**src/rtl/wdt_pkg.sv**
```systemverilog
package wdt_pkg;
  typedef enum logic [1:0] {
    A_CTRL = 2'd0,
    A_VAL  = 2'd1,
    A_STAT = 2'd2,
    A_NONE = 2'd3
  } wdt_addr_e;

  localparam int EN_BIT   = 7;
  localparam int FLAG_BIT = 6;
endpackage

```
**src/rtl/wdt_regs.sv**
```systemverilog
module wdt_regs #(
  parameter int CNT_W   = 8,
  parameter int SEL_W   = 2,
  parameter int SEL_RST = 2
) (
  input  logic             clk_i,
  input  logic             rst_ni,
  input  logic             ctrl_we_i,
  input  logic             stat_we_i,
  input  logic             en_d_i,
  input  logic             flag_d_i,
  input  logic [SEL_W-1:0] sel_d_i,
  input  logic             timeout_i,
  input  logic [1:0]       addr_i,
  input  logic [CNT_W-1:0] load_i,
  output logic             en_o,
  output logic [SEL_W-1:0] sel_o,
  output logic             flag_o,
  output logic [7:0]       rdata_o
);
  import wdt_pkg::*;

  always_ff @(posedge clk_i or negedge rst_ni) begin
    if (!rst_ni) begin
      en_o  <= 1'b0;
      sel_o <= SEL_W'(SEL_RST);
    end else if (ctrl_we_i) begin
      en_o  <= en_d_i;
      sel_o <= sel_d_i;
    end
  end

  // timeout has priority over a clearing write
  always_ff @(posedge clk_i or negedge rst_ni) begin
    if (!rst_ni)                    flag_o <= 1'b0;
    else if (timeout_i)             flag_o <= 1'b1;
    else if (stat_we_i && !flag_d_i) flag_o <= 1'b0;
  end

  always_comb begin
    rdata_o = '0;
    unique case (addr_i)
      A_CTRL: begin
        rdata_o[EN_BIT]      = en_o;
        rdata_o[SEL_W-1:0]   = sel_o;
      end
      A_VAL:  rdata_o[CNT_W-1:0] = load_i;
      A_STAT: rdata_o[FLAG_BIT]  = flag_o;
      default: rdata_o = '0;
    endcase
  end
endmodule

```
**src/rtl/wdt_counter.sv**
```systemverilog
module wdt_counter #(
  parameter int CNT_W    = 8,
  parameter int MIN_LOAD = 2
) (
  input  logic             clk_i,
  input  logic             rst_ni,
  input  logic             tick_i,
  input  logic             ld_we_i,
  input  logic [CNT_W-1:0] ld_val_i,
  input  logic             clr_i,
  output logic [CNT_W-1:0] cnt_o,
  output logic [CNT_W-1:0] load_o,
  output logic             timeout_o
);
  localparam logic [CNT_W-1:0] MIN_V = CNT_W'(MIN_LOAD);

  logic [CNT_W-1:0] ld_eff;

  always_comb begin
    if (ld_val_i == '0)        ld_eff = '0;
    else if (ld_val_i < MIN_V) ld_eff = MIN_V;
    else                       ld_eff = ld_val_i;
  end

  assign timeout_o = tick_i && (cnt_o == CNT_W'(1)) && !ld_we_i && !clr_i;

  always_ff @(posedge clk_i or negedge rst_ni) begin
    if (!rst_ni) begin
      cnt_o  <= '0;
      load_o <= '0;
    end else if (ld_we_i) begin
      cnt_o  <= ld_eff;
      load_o <= ld_eff;
    end else if (clr_i) begin
      cnt_o  <= '0;
      load_o <= '0;
    end else if (tick_i && cnt_o != '0) begin
      cnt_o  <= cnt_o - 1'b1;
    end
  end
endmodule

```
**src/rtl/wdt_pulse.sv**
```systemverilog
module wdt_pulse #(
  parameter int RST_CYC = 4
) (
  input  logic clk_i,
  input  logic rst_ni,
  input  logic trig_i,
  output logic pulse_o
);
  localparam int PW = $clog2(RST_CYC + 1);

  logic [PW-1:0] left_q;

  always_ff @(posedge clk_i or negedge rst_ni) begin
    if (!rst_ni)           left_q <= '0;
    else if (trig_i)       left_q <= PW'(RST_CYC);
    else if (left_q != '0) left_q <= left_q - 1'b1;
  end

  assign pulse_o = (left_q != '0);
endmodule

```
**src/rtl/wdt_top.sv**
```systemverilog
module wdt_top #(
  parameter int CNT_W    = 8,
  parameter int SEL_W    = 2,
  parameter int SEL_RST  = 2,
  parameter int MIN_LOAD = 2,
  parameter int RST_CYC  = 4
) (
  input  logic                 clk_i,
  input  logic                 rst_ni,
  input  logic [(1<<SEL_W)-1:0] tick_i,
  input  logic [1:0]           addr_i,
  input  logic                 wr_i,
  input  logic                 rd_i,
  input  logic [7:0]           wdata_i,
  output logic [7:0]           rdata_o,
  output logic                 wdt_rst_o,
  output logic                 wdt_flag_o
);
  import wdt_pkg::*;

  logic             en_q;
  logic [SEL_W-1:0] sel_q;
  logic [CNT_W-1:0] cnt_q;
  logic [CNT_W-1:0] load_q;
  logic             tick_sel;
  logic             timeout;
  logic             ld_we;
  logic             stat_rd;
  logic             ctrl_we;
  logic             stat_we;

  assign ctrl_we  = wr_i && (addr_i == A_CTRL);
  assign ld_we    = wr_i && (addr_i == A_VAL);
  assign stat_we  = wr_i && (addr_i == A_STAT);
  // side effect of reading the shared status register
  assign stat_rd  = rd_i && !wr_i && (addr_i == A_STAT);
  assign tick_sel = tick_i[sel_q];

  wdt_regs #(.CNT_W(CNT_W), .SEL_W(SEL_W), .SEL_RST(SEL_RST)) u_regs (
    .clk_i     (clk_i),
    .rst_ni    (rst_ni),
    .ctrl_we_i (ctrl_we),
    .stat_we_i (stat_we),
    .en_d_i    (wdata_i[EN_BIT]),
    .flag_d_i  (wdata_i[FLAG_BIT]),
    .sel_d_i   (wdata_i[SEL_W-1:0]),
    .timeout_i (timeout),
    .addr_i    (addr_i),
    .load_i    (load_q),
    .en_o      (en_q),
    .sel_o     (sel_q),
    .flag_o    (wdt_flag_o),
    .rdata_o   (rdata_o)
  );

  wdt_counter #(.CNT_W(CNT_W), .MIN_LOAD(MIN_LOAD)) u_cnt (
    .clk_i     (clk_i),
    .rst_ni    (rst_ni),
    .tick_i    (tick_sel),
    .ld_we_i   (ld_we),
    .ld_val_i  (wdata_i[CNT_W-1:0]),
    .clr_i     (stat_rd),
    .cnt_o     (cnt_q),
    .load_o    (load_q),
    .timeout_o (timeout)
  );

  wdt_pulse #(.RST_CYC(RST_CYC)) u_pulse (
    .clk_i   (clk_i),
    .rst_ni  (rst_ni),
    .trig_i  (timeout && en_q),
    .pulse_o (wdt_rst_o)
  );
endmodule

```
**config.mk**
```make
export PLATFORM = sky130hd
export DESIGN_NAME = wdt_top
export DESIGN_NICKNAME = d
export VERILOG_FILES = /design/src/rtl/wdt_pkg.sv /design/src/rtl/wdt_regs.sv /design/src/rtl/wdt_counter.sv /design/src/rtl/wdt_pulse.sv /design/src/rtl/wdt_top.sv
export SDC_FILE = /design/constraint.sdc
export NUM_CORES = 1
export LEC_CHECK = 0
export ABC_CLOCK_PERIOD_IN_PS = 2280
export BUFFER_PORTS_ARGS = -buffer_cell sky130_fd_sc_hd__buf_2
export CORE_AREA = 2 2 53 55
export DETAILED_ROUTE_END_ITERATION = 8
export DIE_AREA = 0 0 55 57
export PLACE_DENSITY_LB_ADDON = 0.15
export SLEW_MARGIN = 15
export SYNTH_ARGS = -nofsm -noshare
export SYNTH_HDL_FRONTEND = slang
export SYNTH_SLANG_ARGS = --single-unit
export TNS_END_PERCENT = 10
```
**constraint.sdc**
```tcl
create_clock -name clk_i -period 2.28 [get_ports clk_i]
set_clock_uncertainty 0.1 [all_clocks]
set_input_delay 0.684 -clock clk_i [delete_from_list [all_inputs] [get_ports clk_i]]
set_output_delay 0.684 -clock clk_i [all_outputs]
set_load 0.05 [all_outputs]
```
==> results_dict.tcl, run 1 <==
set metrics [dict create \
    outcome "completed" \
    cells_after_synth 126 \
    floorplan.die.height_um 57 \
    clock_power_share_pct 12.6 \
    antenna_cells 0 \
    power_leakage_nw 0.828 \
    synth.yosys.seq_area_share_pct 45.2 \
    synth.cell_area_mm2 0.00128 \
    commonest_cells_after_routing_fill_and_taps_aside "sky130_fd_sc_hd__dfrtp_1, sky130_fd_sc_hd__buf_2, sky130_fd_sc_hd__nand2_1" \
    critPathRequiredTime_ns 1.50 \
    clockRootBuffer "sky130_fd_sc_hd__clkbuf_4" \
    grt_util_all_layers_pct 22.1 \
    worst_r2r_endpoint "u_pulse.left_q[2]" \
    grt_overflow_total 0 \
    crit_path_max_fanout 5 \
    wl_per_cell_um 15.6 \
    number_of_levels_the_h_tree_was_split_into 1 \
    power.density_mw_per_mm2 949 \
    asyncSetResetFlopFracSynth_pct 100 \
    grt_util_met2_pct 37.6 \
    drv_slew 0 \
    clock_insertion_delay_worst_skew_ns 0.33 \
    cellInternalPower_mw 0.945 \
    ir_worst_vdd_mv 0.582 \
    worstSetupEndpoint "rdata_o[0]" \
    tritoncts.num_buffers 3 \
    finalHoldViolCount 0 \
    synth.largest_area_cell "sky130_fd_sc_hd__dfrtp_1" \
    post_route_cells_drive_above_1_share_pct 36.8 \
    pin_count_of_the_biggest_net_entering_global_routing 24 \
    critical_path_arrival_ns 1.49 \
    seq_power_share_pct 41.0 \
    critPathLaunchType "primary input" \
    grt.busiest_layer "met2" \
    finalSetupViolCount 0 \
    pin_count 28 \
    cts_max_path_buffers 2 \
    detailroute.via_count 1121 \
    synth.distinct_cells 41 \
    drt-pass1-iter-count 6 \
    cts.sinks 23 \
    dpl-instance-area_mm2 0.00152 \
    num-nets-final 189 \
    synth_edf_count 0 \
    postCtsSetupBuffers 0 \
    drt.antenna.violating_nets 0 \
    globalplace.congestion 0.886 \
    ys_dominant_reg_cell "sky130_fd_sc_hd__dfrtp_1" \
    grt_pass1_vias 1138 \
    period_minus_slack_ns 2.27 \
    tritoncts_clock_tree "built" \
    holdCritPathClass "in2async" \
    maximum_clock_frequency_mhz 440 \
    worst-slew-pin-transition_ns 0.511 \
    hpwl_um 2270 \
    mostFrequentLayoutCell "sky130_fd_sc_hd__dfrtp_1" \
    dieArea_mm2 0.00314 \
    die_width_um 55 \
    stdcell_area_mm2 0.00166 \
    worst_slew_margin_rel_pct 65.9 \
    num_rows 19 \
    drv_cap 0 \
    placed_cells_incl_taps 190 \
    total_power_mw 1.58 \
    crit-reg2reg-launch "u_regs.sel_o[0]" \
    r2r_setup_slack_ns 0.39 \
    drc 0 \
    r2r_depth 4 \
    rsz0062_at_grt "yes" \
    power.share.combinational_pct 46.4 \
    portBuffers 27 \
    power_switching_share_pct 40.1 \
    whs_ns 0.205 \
    netSwitchingPower_mw 0.633 \
    global_route_wire_length_before_repair_um 5110 \
    synth_largest_type_area_fraction_pct 43.1 \
    cp-startpoint "addr_i[0]" \
    cts_hold_buf 0 \
    area.growth.synth_to_final_pct 30.3 \
    crit_path_end_kind "primary output" \
    synth_fp_nets 151 \
    ys_seq_elements 23 \
    synthesis.yosys.warnings 0 \
    clk_pin_slew_worst_paths_ns 0.14 \
    period_share_pct 99.8 \
    drt-total-wl_um 3020 \
    drt-initial-drc-count 29 \
    initial_utilization_pct 48.9 \
    via_per_inst 5.78 \
    number_of_non_filler_instances_in_the_completed_layout 194 \
    coreArea_mm2 0.00262 \
    use_met1_pct 28.1 \
    fin_setup_tns_ns 0 \
    synth.area.top_cells "sky130_fd_sc_hd__dfrtp_1, sky130_fd_sc_hd__ha_1, sky130_fd_sc_hd__nand2_1" \
    critPathKind "in2out" \
    synth.avg_cell_area_um2 10.1 \
    gr-usage-met3_pct 2.88 \
    grt_antenna_before_repair 0 \
]
-- kinds of logic (layout without fill, tap and decap cells) --
family,after synthesis,after routing,share of synthesized area [%]
mux,6,6,5.97
simple gates,43,43,17.2
fa+ha+maj,7,7,6.86
flops,23,23,45.2
compound gates,35,35,20.8
xor+xnor,1,1,0.686
buf+inv,11,48,3.33
-- metal layers --
layer | part of all wire (%) | routed length [µm]
met5 | 0 | 0
met4 | 1.9 | 57
met3 | 3.6 | 110
met2 | 52 | 1570
met1 | 42 | 1280
-- flip-flops by register name, summed over array words and instances, names as in the netlist --
register	count
u_regs.en_o	1
u_pulse.left_q	3
u_cnt.load_o	8
u_regs.flag_o	1
u_regs.sel_o	2
u_cnt.cnt_o	8
-- critical path: stages --
cell and delay [ns]:
sky130_fd_sc_hd__buf_4 0.13, sky130_fd_sc_hd__ha_4 0.18, sky130_fd_sc_hd__buf_4 0.13, sky130_fd_sc_hd__a22o_4 0.22, sky130_fd_sc_hd__buf_8 0.15
-- synth_stat cells (2+ instances only) --
master	instances
sky130_fd_sc_hd__a22o_1	5
sky130_fd_sc_hd__a21o_1	3
sky130_fd_sc_hd__mux2_2	3
sky130_fd_sc_hd__and3_1	2
sky130_fd_sc_hd__nor3_1	5
sky130_fd_sc_hd__dfrtp_1	22
sky130_fd_sc_hd__mux2i_1	2
sky130_fd_sc_hd__nor2_1	5
sky130_fd_sc_hd__and2_1	6
sky130_fd_sc_hd__a21oi_1	4
sky130_fd_sc_hd__inv_1	7
sky130_fd_sc_hd__a2bb2oi_1	2
sky130_fd_sc_hd__a31oi_1	2
sky130_fd_sc_hd__a32oi_1	3
sky130_fd_sc_hd__nand3_1	4
sky130_fd_sc_hd__ha_1	7
sky130_fd_sc_hd__o21ai_0	5
sky130_fd_sc_hd__nor2b_1	2
sky130_fd_sc_hd__nand2_1	13
sky130_fd_sc_hd__clkbuf_1	2
sky130_fd_sc_hd__o311ai_0	2
-- layout make-up --
class | instances | area [µm²]
Tap cell | 31 | 38.8
Sequential cell | 23 | 577
Multi-Input combinational cell | 92 | 704
Clock inverter | 1 | 5.00
Inverter | 7 | 26.3
Fill cell | 231 | 951
Timing Repair Buffer | 37 | 290
Clock buffer | 3 | 22.5
-- power by group through the flow --
stage / Combinational [mW] / Sequential, mW / Clock [mW]
6_report: 0.733 / 0.647 / 0.199
5_1_grt: 0.812 / 0.668 / 0.220
4_1_cts: 0.717 / 0.645 / 0.203
3_5_place_dp: 0.692 / 0.650 / 0
3_3_place_gp: 0.668 / 0.643 / 0
2_1_floorplan: 0.488 / 0.640 / 0
-- worst min path at each step --
stage	slack, ns	startpoint	endpoint
global route	0.24	rst_ni	u_cnt.cnt_o[6]
floorplan	0.29	rst_ni	u_cnt.cnt_o[0]
detailed placement	0.37	u_cnt.load_o[2]	u_cnt.load_o[2]
CTS	0.22	rst_ni	u_cnt.cnt_o[6]
global placement	0.37	u_cnt.load_o[2]	u_cnt.load_o[2]
finish	0.21	rst_ni	u_pulse.left_q[1]
-- metrics by stage --
step           utilization (%)  setup slack (ns)
4_1_cts                   62.0          0.000292
6_report                  63.6           0.00544
3_3_place_gp              58.1            -0.122
3_5_place_dp              58.1            -0.156
5_1_grt                   63.6           -0.0134
2_1_floorplan                -            -0.102
-- timing repair --
action | in CTS | in global routing
pin swaps | 2 | 2
resized for setup | 21 | 13
endpoints found under the setup margin | 8 | 9
Power figures use the tool's default switching activity.
==> run 2, diff against run 1 <==
--- a/config.mk
+++ b/config.mk
@@ -11,6 +11,7 @@
 export DETAILED_ROUTE_END_ITERATION = 8
 export DIE_AREA = 0 0 55 57
 export PLACE_DENSITY_LB_ADDON = 0.15
+export SETUP_SLACK_MARGIN = 0.1
 export SLEW_MARGIN = 15
 export SYNTH_ARGS = -nofsm -noshare
 export SYNTH_HDL_FRONTEND = slang
==> run 2 against run 1 <==
  * Sequential cell count unchanged
  * Routed wire length up 4.7%
  * Clock-buffer cell count unchanged
  * Sequential power about the same
  * Global-route usage up 0.64 points
  * Cell count down 0.52%
  * Largest power group unchanged
==> results_dict.tcl, run 2 (synthesis results as in run 1) <==
set metrics [dict create \
    outcome "completed" \
    met3RoutedLength_um 185 \
    number_of_levels_the_h_tree_was_split_into 1 \
    num_rows 19 \
    r2r_depth 4 \
    clock_power_share_pct 12.4 \
    critical_path_arrival_ns 1.46 \
    power.density_mw_per_mm2 915 \
    grt_util_all_layers_pct 22.7 \
    antenna_cells 0 \
    highest-signal-layer "met4" \
    mostFrequentLayoutCell "sky130_fd_sc_hd__dfrtp_1" \
    area.growth.synth_to_final_pct 34.2 \
    period_minus_slack_ns 2.24 \
    cts_hold_buf 0 \
    drt-total-wl_um 3160 \
    critPathMaxStageDelay_ns 0.19 \
    critPathLaunchType "primary input" \
    crit-reg2reg-launch "u_regs.sel_o[0]" \
    globalplace.congestion 0.796 \
    critPathRequiredTime_ns 1.50 \
    via_per_inst 6.03 \
    global_route_wire_length_before_repair_um 5200 \
    rsz0062_at_grt "yes" \
    grt_antenna_before_repair 0 \
    wl_met2_um 1550 \
    worstPathBufferInverterCount 4 \
    critical_path.slowest_cell "sky130_fd_sc_hd__and2_2" \
    drv_cap 0 \
    hpwl_um 2300 \
    drt-pass1-iter-count 4 \
    maximum_clock_frequency_mhz 446 \
    coreArea_mm2 0.00262 \
    power.share.combinational_pct 46.6 \
    critPathKind "in2out" \
    finalHoldViolCount 0 \
    crit_path_max_fanout 4 \
    r2r_setup_slack_ns 0.43 \
    clock_insertion_delay_worst_skew_ns 0.32 \
    initial_utilization_pct 48.9 \
    drt.antenna.violating_nets 0 \
    cellInternalPower_mw 0.936 \
    drc 0 \
    pin_count_of_the_biggest_net_entering_global_routing 24 \
    seq_power_share_pct 41.0 \
    critical_path.cell_chain "buf_8 -> inv_6 -> ha_4 -> buf_4 -> and2_2 -> buf_6" \
    cts_max_path_buffers 2 \
    power_leakage_nw 0.840 \
    worst-slew-pin-transition_ns 0.536 \
    reg.largest.list "u_cnt.cnt_o (8), u_cnt.load_o (8), u_pulse.left_q (3)" \
    period_share_pct 98.3 \
    post_route_cells_drive_above_1_share_pct 39.5 \
    tritoncts.num_buffers 3 \
    finalSetupViolCount 0 \
    wirelength_met1_um 1320 \
    dp_worst_setup_slack_ns -0.0539 \
    grt_overflow_total 0 \
    dieArea_mm2 0.00314 \
    holdCritPathClass "in2async" \
    pin_count 28 \
    cp-startpoint "addr_i[1]" \
    setup_slack_ns 0.0386 \
    whs_ns 0.226 \
    wl_per_cell_um 16.4 \
    portBuffers 27 \
    tritoncts_clock_tree "built" \
    commonest_cells_after_routing_fill_and_taps_aside "sky130_fd_sc_hd__dfrtp_1, sky130_fd_sc_hd__buf_2, sky130_fd_sc_hd__nand2_1" \
    detailroute.via_count 1163 \
    grt_pass1_vias 1119 \
    worst_r2r_endpoint "u_cnt.cnt_o[5]" \
    drt-initial-drc-count 40 \
    critPathTopFamily "buffers and inverters" \
    clk_pin_slew_worst_paths_ns 0.13 \
    floorplan.die.height_um 57 \
    drv_slew 0 \
    num-nets-final 188 \
    clockRootBuffer "sky130_fd_sc_hd__clkbuf_4" \
    worst_slew_margin_rel_pct 64.3 \
    crit_path_end_kind "primary output" \
    cts.sinks 23 \
    die_width_um 55 \
    ir_worst_vdd_mv 0.659 \
    power_switching_share_pct 40.4 \
    netSwitchingPower_mw 0.633 \
]
run 2: cell types whose count changed in the layout (fill, tap and decap cells not counted):
| cell | change |
|---|---|
| sky130_fd_sc_hd__ha_2 | -2 |
| sky130_fd_sc_hd__and2_1 | -4 |
| sky130_fd_sc_hd__a22o_2 | +1 |
| sky130_fd_sc_hd__buf_6 | -1 |
| sky130_fd_sc_hd__inv_2 | -1 |
| sky130_fd_sc_hd__and2_2 | +2 |
| sky130_fd_sc_hd__buf_12 | +1 |
| sky130_fd_sc_hd__ha_4 | +2 |
| sky130_fd_sc_hd__buf_4 | -3 |
| sky130_fd_sc_hd__inv_6 | +1 |
| sky130_fd_sc_hd__a22o_1 | -1 |
| sky130_fd_sc_hd__buf_8 | +2 |
| sky130_fd_sc_hd__and2_4 | +2 |
run 2: worst max path at each step:
stage | cells past startpoint | to | slack (ns)
after floorplan | 5 | rdata_o[6] | 0.11
after global placement | 5 | rdata_o[7] | -0.04
after global routing | 7 | rdata_o[6] | 0.01
after detailed placement | 6 | rdata_o[6] | -0.05
after CTS | 6 | rdata_o[4] | 0.04
final | 6 | rdata_o[5] | 0.04
run 2: area by class of cell:
class / count / area, µm²
Fill cell: 222 / 901
Tap cell: 31 / 38.8
Multi-Input combinational cell: 92 / 733
Clock inverter: 1 / 5.00
Sequential cell: 23 / 577
Clock buffer: 3 / 22.5
Inverter: 7 / 31.3
Timing Repair Buffer: 36 / 307
run 2: repair_timing:
action,4_1_cts,5_1_grt
gates resized for setup,36,6
endpoints found under the setup margin,9,9
setup buffers,3,0
pin swaps,5,0
gates cloned,0,0
run 2: power groups by stage:
stage | Combinational [mW] | Clock, mW | Sequential (mW)
final | 0.730 | 0.195 | 0.644
after global routing | 0.806 | 0.220 | 0.660
after CTS | 0.724 | 0.204 | 0.641
after detailed placement | 0.683 | 0 | 0.648
after global placement | 0.657 | 0 | 0.642
after floorplan | 0.494 | 0 | 0.641
run 2: metal layers:
layer | track usage [%] | vias up
met5 | 0 | -
met4 | 10.8 | 0
met3 | 2.88 | 9
met2 | 36.1 | 47
met1 | 30.3 | 570
li1 | - | 537
run 2: worst register-to-register path, delay by kind of cell (launching register included):
family                 cells  cell delay, ns
AOI/OAI and AO/OA          2            0.49
buffers and inverters      1            0.18
muxes                      1            0.54
DFF                        1            0.43
run 2: metrics by stage:
stage	std cells	instance area [µm²]	utilization, %	total power, mW	setup TNS, ns
6_report	193	1710	65.6	1.57	0
3_5_place_dp	186	1530	58.3	1.33	-0.194
5_1_grt	193	1710	65.6	1.69	0
2_1_floorplan	126	1320	-	1.13	0
4_1_cts	193	1700	65.1	1.57	0
3_3_place_gp	186	1530	58.3	1.30	-0.139
